**config.mk**
```make
export PLATFORM = sky130hd
export DESIGN_NAME = xbus_seq
export DESIGN_NICKNAME = d
export VERILOG_FILES = /design/src/rtl/xbus_pkg.sv /design/src/rtl/xbus_phase.sv /design/src/rtl/xbus_datapath.sv /design/src/rtl/xbus_csdec.sv /design/src/rtl/xbus_seq.sv
export SDC_FILE = /design/constraint.sdc
export NUM_CORES = 1
export LEC_CHECK = 0
export BUFFER_PORTS_ARGS = -buffer_cell sky130_fd_sc_hd__buf_4
export CAP_MARGIN = 20
export CORE_MARGIN = 5
export CORE_UTILIZATION = 42
export DETAILED_ROUTE_END_ITERATION = 8
export PLACE_DENSITY = 0.75
export SKIP_CTS_REPAIR_TIMING = 1
export SLEW_MARGIN = 40
export SYNTH_ARGS = -nofsm -noshare
export SYNTH_HDL_FRONTEND = slang
export SYNTH_SLANG_ARGS = --single-unit
export TNS_END_PERCENT = 10
```
**constraint.sdc**
```tcl
create_clock -name clk -period 1.7 [get_ports clk]
set_clock_uncertainty 0.1 [all_clocks]
set_input_delay 0.34 -clock clk [delete_from_list [all_inputs] [get_ports clk]]
set_output_delay 0.34 -clock clk [all_outputs]
set_load 0.005 [all_outputs]
```
**src/rtl/xbus_pkg.sv**
```systemverilog
// Shared types for the external bus sequencer.
// Assumes: request codes and phase names are used by all submodules.
package xbus_pkg;
    typedef enum logic [1:0] {K_FETCH = 2'd0, K_DRD = 2'd1, K_DWR = 2'd2} kind_t;
    typedef enum logic [2:0] {
        PH_IDLE, PH_ADDR, PH_SETUP, PH_STRB, PH_HOLD, PH_INT
    } phase_t;
endpackage

```
**src/rtl/xbus_phase.sv**
```systemverilog
// Phase sequencer: walks an accepted request through address, setup,
// strobe and hold phases, or a single internal-hit phase.
// Assumes: requests arrive only while the phase is idle.
module xbus_phase
    import xbus_pkg::*;
#(
    parameter int ADDR_W         = 16,
    parameter int STROBE_CYCLES  = 2,
    parameter int INT_CODE_BYTES = 4096
) (
    input  logic              clk,
    input  logic              rst_n,
    input  logic              req_valid,
    input  logic [1:0]        req_kind,
    input  logic [ADDR_W-1:0] req_addr,
    input  logic              code_int_en,
    output phase_t            phase,
    output logic              accept,
    output logic              last_strb
);
    localparam int CW = (STROBE_CYCLES > 1) ? $clog2(STROBE_CYCLES) : 1;
    localparam logic [CW-1:0] CNT_LAST = CW'(STROBE_CYCLES - 1);

    logic [CW-1:0] cnt;
    logic          hit_int;

    // Decide whether a new fetch is served from internal code memory
    always_comb begin
        hit_int = (req_kind == 2'd0) && code_int_en
                  && (32'(req_addr) < INT_CODE_BYTES);
    end

    assign accept    = req_valid && (phase == PH_IDLE);
    assign last_strb = (phase == PH_STRB) && (cnt == CNT_LAST);

    // Advance the phase and count strobe cycles
    always_ff @(posedge clk) begin
        if (!rst_n) begin
            phase <= PH_IDLE;
            cnt   <= '0;
        end else begin
            case (phase)
                PH_IDLE:  if (accept) phase <= hit_int ? PH_INT : PH_ADDR;
                PH_ADDR:  phase <= PH_SETUP;
                PH_SETUP: begin
                    phase <= PH_STRB;
                    cnt   <= '0;
                end
                PH_STRB:  if (cnt == CNT_LAST) phase <= PH_HOLD;
                          else cnt <= cnt + 1'b1;
                PH_HOLD:  phase <= PH_IDLE;
                PH_INT:   phase <= PH_IDLE;
                default:  phase <= PH_IDLE;
            endcase
        end
    end
endmodule

```
**src/rtl/xbus_datapath.sv**
```systemverilog
// Request capture and read return: holds the address, type and write
// byte for the whole cycle, and samples the shared port on the last
// strobe edge.
// Assumes: accept and last_strb come from the phase sequencer.
module xbus_datapath
    import xbus_pkg::*;
#(
    parameter int ADDR_W = 16,
    parameter int DATA_W = 8
) (
    input  logic              clk,
    input  logic              rst_n,
    input  logic              accept,
    input  logic [1:0]        req_kind,
    input  logic [ADDR_W-1:0] req_addr,
    input  logic [DATA_W-1:0] req_wdata,
    input  logic              last_strb,
    input  logic [DATA_W-1:0] ad_in,
    output logic [ADDR_W-1:0] lat_addr,
    output kind_t             lat_kind,
    output logic [DATA_W-1:0] lat_wdata,
    output logic [DATA_W-1:0] rdata
);
    // Capture the request when it is accepted
    always_ff @(posedge clk) begin
        if (!rst_n) begin
            lat_addr  <= '0;
            lat_kind  <= K_DRD;
            lat_wdata <= '0;
        end else if (accept) begin
            lat_addr  <= req_addr;
            lat_wdata <= req_wdata;
            case (req_kind)
                2'd0:    lat_kind <= K_FETCH;
                2'd2:    lat_kind <= K_DWR;
                default: lat_kind <= K_DRD;
            endcase
        end
    end

    // Sample returned data at the edge that ends the strobe
    always_ff @(posedge clk) begin
        if (!rst_n)
            rdata <= '0;
        else if (last_strb && lat_kind != K_DWR)
            rdata <= ad_in;
    end
endmodule

```
**src/rtl/xbus_csdec.sv**
```systemverilog
// Chip-select decoder: one active-low select per value of the top
// CS_BITS address bits, all held high when not enabled.
// Assumes: en is high only during an external cycle.
module xbus_csdec #(
    parameter int ADDR_W  = 16,
    parameter int CS_BITS = 3
) (
    input  logic                  en,
    input  logic [ADDR_W-1:0]     addr,
    output logic [2**CS_BITS-1:0] cs_n
);
    localparam int NSEL = 2 ** CS_BITS;
    logic [CS_BITS-1:0] region;
    assign region = addr[ADDR_W-1 -: CS_BITS];

    for (genvar i = 0; i < NSEL; i++) begin : g_sel
        // Pull select i low when the region matches
        always_comb cs_n[i] = !(en && region == CS_BITS'(i));
    end
endmodule

```
**src/rtl/xbus_seq.sv**
```systemverilog
// External bus sequencer top: drives the multiplexed port, the high
// address, the latch enable, the strobes and the chip selects from the
// current phase and the captured request.
// Assumes: the pad ring merges ad_out/ad_oe/ad_in into one pin set.
module xbus_seq
    import xbus_pkg::*;
#(
    parameter int ADDR_W         = 16,
    parameter int DATA_W         = 8,
    parameter int STROBE_CYCLES  = 2,
    parameter int INT_CODE_BYTES = 4096,
    parameter int CS_BITS        = 3
) (
    input  logic                     clk,
    input  logic                     rst_n,
    input  logic                     req_valid,
    input  logic [1:0]               req_kind,
    input  logic [ADDR_W-1:0]        req_addr,
    input  logic [DATA_W-1:0]        req_wdata,
    input  logic                     code_int_en,
    output logic                     busy,
    output logic                     done,
    output logic                     int_hit,
    output logic [DATA_W-1:0]        rdata,
    output logic [DATA_W-1:0]        ad_out,
    output logic                     ad_oe,
    input  logic [DATA_W-1:0]        ad_in,
    output logic [ADDR_W-DATA_W-1:0] hi_addr,
    output logic                     ale,
    output logic                     fetch_n,
    output logic                     rd_n,
    output logic                     wr_n,
    output logic [2**CS_BITS-1:0]    cs_n
);
    phase_t            phase;
    logic              accept, last_strb, ext, strobe;
    logic [ADDR_W-1:0] lat_addr;
    kind_t             lat_kind;
    logic [DATA_W-1:0] lat_wdata;

    xbus_phase #(
        .ADDR_W(ADDR_W), .STROBE_CYCLES(STROBE_CYCLES),
        .INT_CODE_BYTES(INT_CODE_BYTES)
    ) u_phase (
        .clk(clk), .rst_n(rst_n), .req_valid(req_valid),
        .req_kind(req_kind), .req_addr(req_addr),
        .code_int_en(code_int_en), .phase(phase),
        .accept(accept), .last_strb(last_strb)
    );

    xbus_datapath #(.ADDR_W(ADDR_W), .DATA_W(DATA_W)) u_dp (
        .clk(clk), .rst_n(rst_n), .accept(accept), .req_kind(req_kind),
        .req_addr(req_addr), .req_wdata(req_wdata), .last_strb(last_strb),
        .ad_in(ad_in), .lat_addr(lat_addr), .lat_kind(lat_kind),
        .lat_wdata(lat_wdata), .rdata(rdata)
    );

    xbus_csdec #(.ADDR_W(ADDR_W), .CS_BITS(CS_BITS)) u_cs (
        .en(ext), .addr(lat_addr), .cs_n(cs_n)
    );

    // Derive the bus pins from the phase
    always_comb begin
        ext     = (phase == PH_ADDR) || (phase == PH_SETUP)
                  || (phase == PH_STRB) || (phase == PH_HOLD);
        strobe  = (phase == PH_STRB);
        ale     = (phase == PH_ADDR);
        ad_out  = ale ? lat_addr[DATA_W-1:0] : lat_wdata;
        ad_oe   = ale || (ext && lat_kind == K_DWR);
        hi_addr = lat_addr[ADDR_W-1:DATA_W];
        fetch_n = !(strobe && lat_kind == K_FETCH);
        rd_n    = !(strobe && lat_kind == K_DRD);
        wr_n    = !(strobe && lat_kind == K_DWR);
        done    = (phase == PH_HOLD) || (phase == PH_INT);
        int_hit = (phase == PH_INT);
        busy    = (phase != PH_IDLE);
    end
endmodule

```
### Word-level counts from Yosys, hierarchy flattened

Cells that the tools add are included.

* magnitude comparators: 1
* add/subtract/negate cells: 1
* reduce and logical (&&, ||, !) cells: 40
* equal/unequal tests: 18
* muxes and demuxes: 8

Operators by type and width (number)
* $eq 3x3->1 const B: 6
* $logic_and 1x1->1: 17
* $lt 16x13->1 const B: 1
* $eq 3x2->1 const B: 4
* $pmux 3 s4: 1
* $logic_not 1->1: 11
* $mux 3: 3
* $mux 8: 1
* $eq 3x1->1 const B: 2
* $logic_not 3->1: 2
* $logic_or 1x1->1: 5
* $eq 2x2->1 const B: 2
* $logic_not 2->1: 2
* $ne 2x2->1 const B: 2
* $pmux 2 s2: 1
* $reduce_bool 3->1: 1
* $eq 2x1->1 const B: 1
* $ne 2x1->1 const B: 1
* $pmux 1 s2: 1
* $reduce_and 2->1: 1
* $reduce_bool 2->1: 1
* $add 1x1->1 const B: 1
* $mux 1: 1

* bits of input ports: 38
* register bits: 38
* output and inout port bits: 40
* word-level logic and storage cells: 74

### Longest topological paths before layout

Gate-level depths: netlist of run 1.

* depth after elaboration: 6
* gate-level depth with buffers: 5
* mapped depth without buffers: 3

### Modules after synthesis

A second synthesis of run 1 with hierarchy kept.

* cell total of the unflattened synthesis: 174
* area, all modules: 1843.0 um2

By module, submodules not included
* xbus_datapath: area each 1336.3 um2, cells an instance 122, sequential area each 680.7 um2, instances 1
* xbus_seq: area each 239.0 um2, cells an instance 23, sequential area each 0.0 um2, instances 1
* xbus_phase: area each 191.4 um2, cells an instance 21, sequential area each 80.1 um2, instances 1
* xbus_csdec: area each 76.3 um2, cells an instance 8, sequential area each 0.0 um2, instances 1

### Least setup slack after synthesis of run 1

Ideal clock, no wire load.

* kind: register to output
* start: register u_phase.phase[1]
* end: output port ad_out[0]
* required time: 1.260 ns
* stages on the path, launching flop included: 5
* arrival: 1.216 ns
* buffers on the path: 2
* path slack: 0.044 ns
* path through: dfxtp_1 -> buf_2 -> nor3b_1 -> buf_2 -> mux2_2

* cells in the longest elaborated chain, start to end: 2

RTL lines
* start, declared: RTL line xbus_phase.sv:17 `output phase_t phase,`
* start signal, assigned: RTL line xbus_phase.sv:43 `PH_IDLE: if (accept) phase <= hit_int ? PH_INT : PH_ADDR;`
* $eq 3x1->1: RTL line xbus_seq.sv:67 `ale = (phase == PH_ADDR);`
* via ale: RTL line xbus_seq.sv:29 `output logic ale,`
* $mux 8: RTL line xbus_seq.sv:68 `ad_out = ale ? lat_addr[DATA_W-1:0] : lat_wdata;`
* end, declared: RTL line xbus_seq.sv:25 `output logic [DATA_W-1:0] ad_out,`

The timed path passes the listed nets, and every way through them passes these cells.

### Worst setup path in the final report of run 1

* start: register u_phase.phase[2]
* end: output port fetch_n

* cells in the longest elaborated chain, start to end: 3

RTL lines
* $eq 3x2->1: RTL line xbus_seq.sv:66 `strobe = (phase == PH_STRB);`
* $logic_and 1x1->1: RTL line xbus_seq.sv:71 `fetch_n = !(strobe && lat_kind == K_FETCH);`
* $logic_not 1->1: RTL line xbus_seq.sv:71
* end, declared: RTL line xbus_seq.sv:30 `output logic fetch_n,`

Every way passes these cells.

==> run metrics, run 1 <==
most numerous cell in the Yosys netlist nand2_1; sequential share of the synthesized area 42.5%; dpl cells 330; Port Buf Inserts 77; hold crit path type in2reg; PD cells 835 nW/um^2; WP data arrival 1.56 ns; CTS tree built; Mapped Cells 217; GRT Total Usage 16.3%; # setup viols final 21; Distinct cells, synth 33; max-cap violations 0; die area 5670 sq um; Peak supply drop 0.613 mV; Finished Layout Cells 343; asr flop ratio synth 0%; Setup WS post-layout -0.298 ns; CTS H-Tree Depth 2; ANT nets after route 0; worst setup path class reg2out; kind of start point of the critical path flop; Least-Margin Pin Slew 0.286 ns; worst-path maximum fanout 5; outcome finished, violations left; GP Congestion 0.735; Initial Util 44.1%; first-pass GRT wire length 7110 um; Post-synth EDFFs 0; clk root buf clkbuf_8; area share of the largest cell type after synthesis 42.5%; per-cell routed wire length 13.8 um; Post-synth top cells 50 x nand2_1, 38 x dfxtp_1, 26 x nand3_1, 26 x o21ai_0, 10 x mux2i_1; period utilisation layout 118%; syn_nets 255; Max Fclk 501 MHz; max layer used met4; met3 routed WL 443 um; vias per cell 4.88; min cycle time layout 2.00 ns; Chip Height 75.3 um; DRC Markers 0; Die X 75.3 um; fraction of layout cells with a size suffix above 1 41.0%; CTS max path bufs 2; Final HPWL DP 3340 um; Routed WL 4730 um; crit end category output port; TritonCTS buffer count 5; largest net degree at the start of global routing 32; fin util 64.7%; row count 23; Met2 Routed Length 2360 um; initial antenna violation count 0; Starting DRT DRC Count 75; max-slew violations 0; fin nets 330; Final Hold Viols 0; Core Area 4060 sq um; GR Overflow Total 0; ranking of synthesized cells by area dfxtp_1 43%, nand2_1 10%, nand3_1 7.3%; Synth Flop Type dfxtp_1; area grow syn2layout 46.6%; Post-Route M1 WL 1890 um; Clock transition at path regs 0.07 ns; area leader, netlist dfxtp_1; post-synthesis register bit count 38; vias 1673; CP required 1.26 ns; violated checks setup timing; Worst-Skew Late Latency 0.29 ns; RSZ-0062 raised after global routing true; Mapped Area 1790 sq um; clk sink count 38; Syn Area/Cell 8.25 sq um; Leak 1.12 nW; DR pass1 iterations 4; # IOs 78; normalized max-slew margin 80.7%; diodes inserted 0; synth warn 0; vias in the first global route 1512
==> cell type report <==
class                      count  area [sq um]
clock buffer                   7          86.3
timing repair buffer          94           787
inverter                       2          7.51
clock inverter                 1          5.00
fill                         352          1430
multi-input combinational    151           911
tap                           50          62.6
sequential                    38           764
==> cells in the final DEF, fill, tap and decap left out, drive strengths merged <==
master,count
nor2b,3
and3,2
buf,94
and2,1
nand3,26
nand3b,1
nor3b,2
nor4b,2
o21ai,27
clkbuf,7
mux2i,10
nand2,50
a2bb2oi,1
nand2b,2
inv,2
a311oi,1
dfxtp,38
mux2,8
nand4b,1
nor2,5
a21boi,1
a21oi,1
or2,1
nor3,2
o21bai,1
or3,2
and3b,1
clkinv,1
==> cells by family (layout without fill, tap and decap cells) <==
logic type | after synthesis | after routing | synth area share [%]
and+or+nand+nor | 101 | 101 | 27.3
DFF | 38 | 38 | 42.5
AOI/OAI and AO/OA | 32 | 32 | 9.65
buffers and inverters | 28 | 104 | 9.93
muxes | 18 | 18 | 10.6
==> per-layer routing <==
layer  vias up  track usage [%]
met5         -                0
met4         0             4.08
met3         4             6.01
met2        52             27.0
met1       745             20.2
li1        872                -
==> flip-flops by register name, summed over array words and instances (netlist names) <==
name	cells
u_dp.lat_wdata	8
u_phase.phase	3
u_dp.lat_addr	16
u_dp.lat_kind	2
u_dp.rdata	8
u_phase.cnt	1
==> through the flow <==
step | cell area, sq um | total power [mW] | TNS, ns | hold WS (ns) | worst slack, ns
global placement | 2370 | 1.47 | 0 | 0.337 | 0.0128
floorplan | 1790 | 1.27 | 0 | 0.329 | 0.0445
finish | 2620 | 2.19 | -5.10 | 0.158 | -0.298
detailed placement | 2370 | 1.48 | -0.00320 | 0.351 | -0.00204
global route | 2620 | 2.32 | -6.85 | 0.168 | -0.355
CTS | 2470 | 2.12 | -5.61 | 0.157 | -0.334
==> where the power goes <==
group          internal, mW  leakage [nW]  switching, mW
Combinational         0.321         0.756          0.238
Clock                 0.327        0.0482          0.307
Sequential            0.954         0.311         0.0449
Total                  1.60          1.12          0.590
==> final timing paths <==
path                      from                 to  slack (ns)  cells after the start
max           u_phase.phase[2]            fetch_n       -0.30                      4
min                req_addr[0]   u_dp.lat_addr[0]        0.16                      3
max reg2reg   u_phase.phase[2]      u_dp.rdata[3]        0.01                      6
min reg2reg  u_dp.lat_addr[11]  u_dp.lat_addr[11]        0.36                      2
==> critical path, stage by stage, from the launching register on <==
cell and delay, ns:
dfxtp_2 0.35, buf_4 0.16, nand3b_1 0.26, or3_1 0.35
buf_4 0.15
(Power assumes the default switching activity.)
==> run 2: changes to the inputs <==
- CTS_BUF_LIST: not set -> sky130_fd_sc_hd__clkbuf_16
==> run metrics, run 2 (synthesis results as in run 1) <==
outcome finished, violations left; violated checks setup timing; Slowest-stage cell, CP or3_4; vias in the first global route 1522 (+0.66%); normalized max-slew margin 80.5% (-0.12 points); Setup WS post-layout -0.254 ns (+0.0434 ns); GRT Total Usage 16.3% (unchanged); initial antenna violation count 0 (unchanged); vias per cell 4.89 (+0.19%); CTS H-Tree Depth 2 (unchanged); # setup viols final 21 (unchanged); diodes inserted 0 (unchanged); reg2reg end u_dp.rdata[3]; number of cells on the worst reg-to-reg path 6 (unchanged); GP Congestion 0.735 (unchanged); Place WS -0.00204 ns (unchanged); Clock transition at path regs 0.06 ns (about the same); RSZ-0062 raised after global routing true; worst-path maximum fanout 7 (+2); largest stage delay on the critical path 0.37 ns (+0.02 ns); kind of start point of the critical path flop; Least-Margin Pin Slew 0.288 ns (+0.00182 ns); R2R Setup Slk 0.03 ns (+0.02 ns); Hold Path Sink u_dp.lat_addr[0]; crit end category output port; vias 1681 (+0.48%); critical-path cell list buf_6 > or3_4 > and3b_2 > nand2_1 > buf_4; DR pass1 iterations 4 (unchanged); TritonCTS buffer count 5 (unchanged); Worst-Skew Late Latency 0.27 ns (-0.02 ns); GR Overflow Total 0 (unchanged); Top Registers u_dp.lat_addr (16), u_dp.lat_wdata (8), u_dp.rdata (8); WP data arrival 1.51 ns (-0.05 ns); row count 23 (unchanged); fraction of layout cells with a size suffix above 1 40.8% (-0.14 points); Port Buf Inserts 77 (unchanged); hold path depth 3 (unchanged); max-cap violations 0 (unchanged); DRC Markers 0 (unchanged); fin nets 331 (+0.30%); Reg with most FFs u_dp.lat_addr; worst setup path class reg2out; Final HPWL DP 3340 um (unchanged); RR Startpoint u_phase.phase[2]; first-pass GRT wire length 7140 um (+0.48%); max-slew violations 0 (unchanged); Max Fclk 512 MHz (+2.2%); fin util 66.0% (+1.4 points); area grow syn2layout 49.7%; Leak 1.15 nW (+2.7%); total power 2.42 mW (+10%); hold crit path type in2reg; Routed WL 4720 um (-0.30%); Peak supply drop 0.560 mV (-8.6%); Die X 75.3 um (unchanged); die area 5670 sq um (unchanged); PD cells 903 nW/um^2 (+8.1%); CTS tree built; most common cell after layout, fill and taps aside buf_4; # IOs 78 (unchanged); CP startpoint u_phase.phase[1]; min cycle time layout 1.95 ns (-0.0434 ns); per-cell routed wire length 13.7 um (-0.59%); largest net degree at the start of global routing 32 (unchanged); CTS max path bufs 2 (unchanged); clk root buf clkbuf_16; period utilisation layout 115% (-2.6 points); clk sink count 38 (unchanged); Chip Height 75.3 um (unchanged); FILL cells 345 (-2.0%); Final Hold Viols 0 (unchanged); hold path startpoint req_addr[0]; Starting DRT DRC Count 75 (unchanged); ANT nets after route 0 (unchanged); CP required 1.26 ns (about the same); commonest non-fill, non-tap cells in the layout 79 x buf_4, 50 x nand2_1, 35 x dfxtp_1, 26 x o21ai_0, 25 x nand3_1; max reg flops 16 (unchanged); Initial Util 44.1% (unchanged); Core Area 4060 sq um (unchanged)
==> run 2: how the worst max path moves through the flow <==
stage | endpoint | slack [ns] | cells past startpoint
finish | cs_n[4] | -0.25 | 5
global route | fetch_n | -0.32 | 4
CTS | ad_out[6] | -0.31 | 4
global placement | ad_out[2] | 0.01 | 4
detailed placement | ad_out[6] | -0.002 | 4
floorplan | ad_out[0] | 0.04 | 4
==> run 2: routing by layer <==
layer / global-route usage [%] / up-vias / part of all wire [%]
li1: - / 872 / -
met5: 0 / - / 0
met3: 5.21 / 5 / 9.0
met4: 4.08 / 0 / 0.78
met2: 27.0 / 57 / 51
met1: 20.7 / 747 / 40
==> run 2: metrics by stage <==
stage	setup TNS, ns	instance area, sq um	instances	hold WS (ns)
2_1_floorplan	0	1790	217	0.329
3_3_place_gp	0	2370	330	0.337
3_5_place_dp	-0.00320	2370	330	0.351
4_1_cts	-5.13	2510	338	0.178
5_1_grt	-6.22	2680	344	0.191
6_report	-4.51	2680	344	0.175
==> run 2: cell type report <==
| cell class | count | area, sq um | share of cell area (%) |
|---|---|---|---|
| multi-input cells | 151 | 916 | 34.2 |
| repair buffers | 95 | 791 | 29.5 |
| flip-flops and latches | 38 | 764 | 28.5 |
| clock buffers | 5 | 125 | 4.67 |
| well taps | 50 | 62.6 | 2.34 |
| clock inverters | 3 | 12.5 | 0.467 |
| inverters | 2 | 7.51 | 0.280 |
==> run 2: power by group <==
group	switching, mW	internal (mW)	total (mW)
Clock	0.327	0.529	0.856
Combinational	0.238	0.324	0.562
Sequential	0.0446	0.956	1.00
Total	0.609	1.81	2.42
==> run 2: critical path: cells and delay by family (launching register included) <==
family / cells / cell delay, ns
buf+inv: 2 / 0.23
flops: 1 / 0.34
simple gates: 3 / 0.68
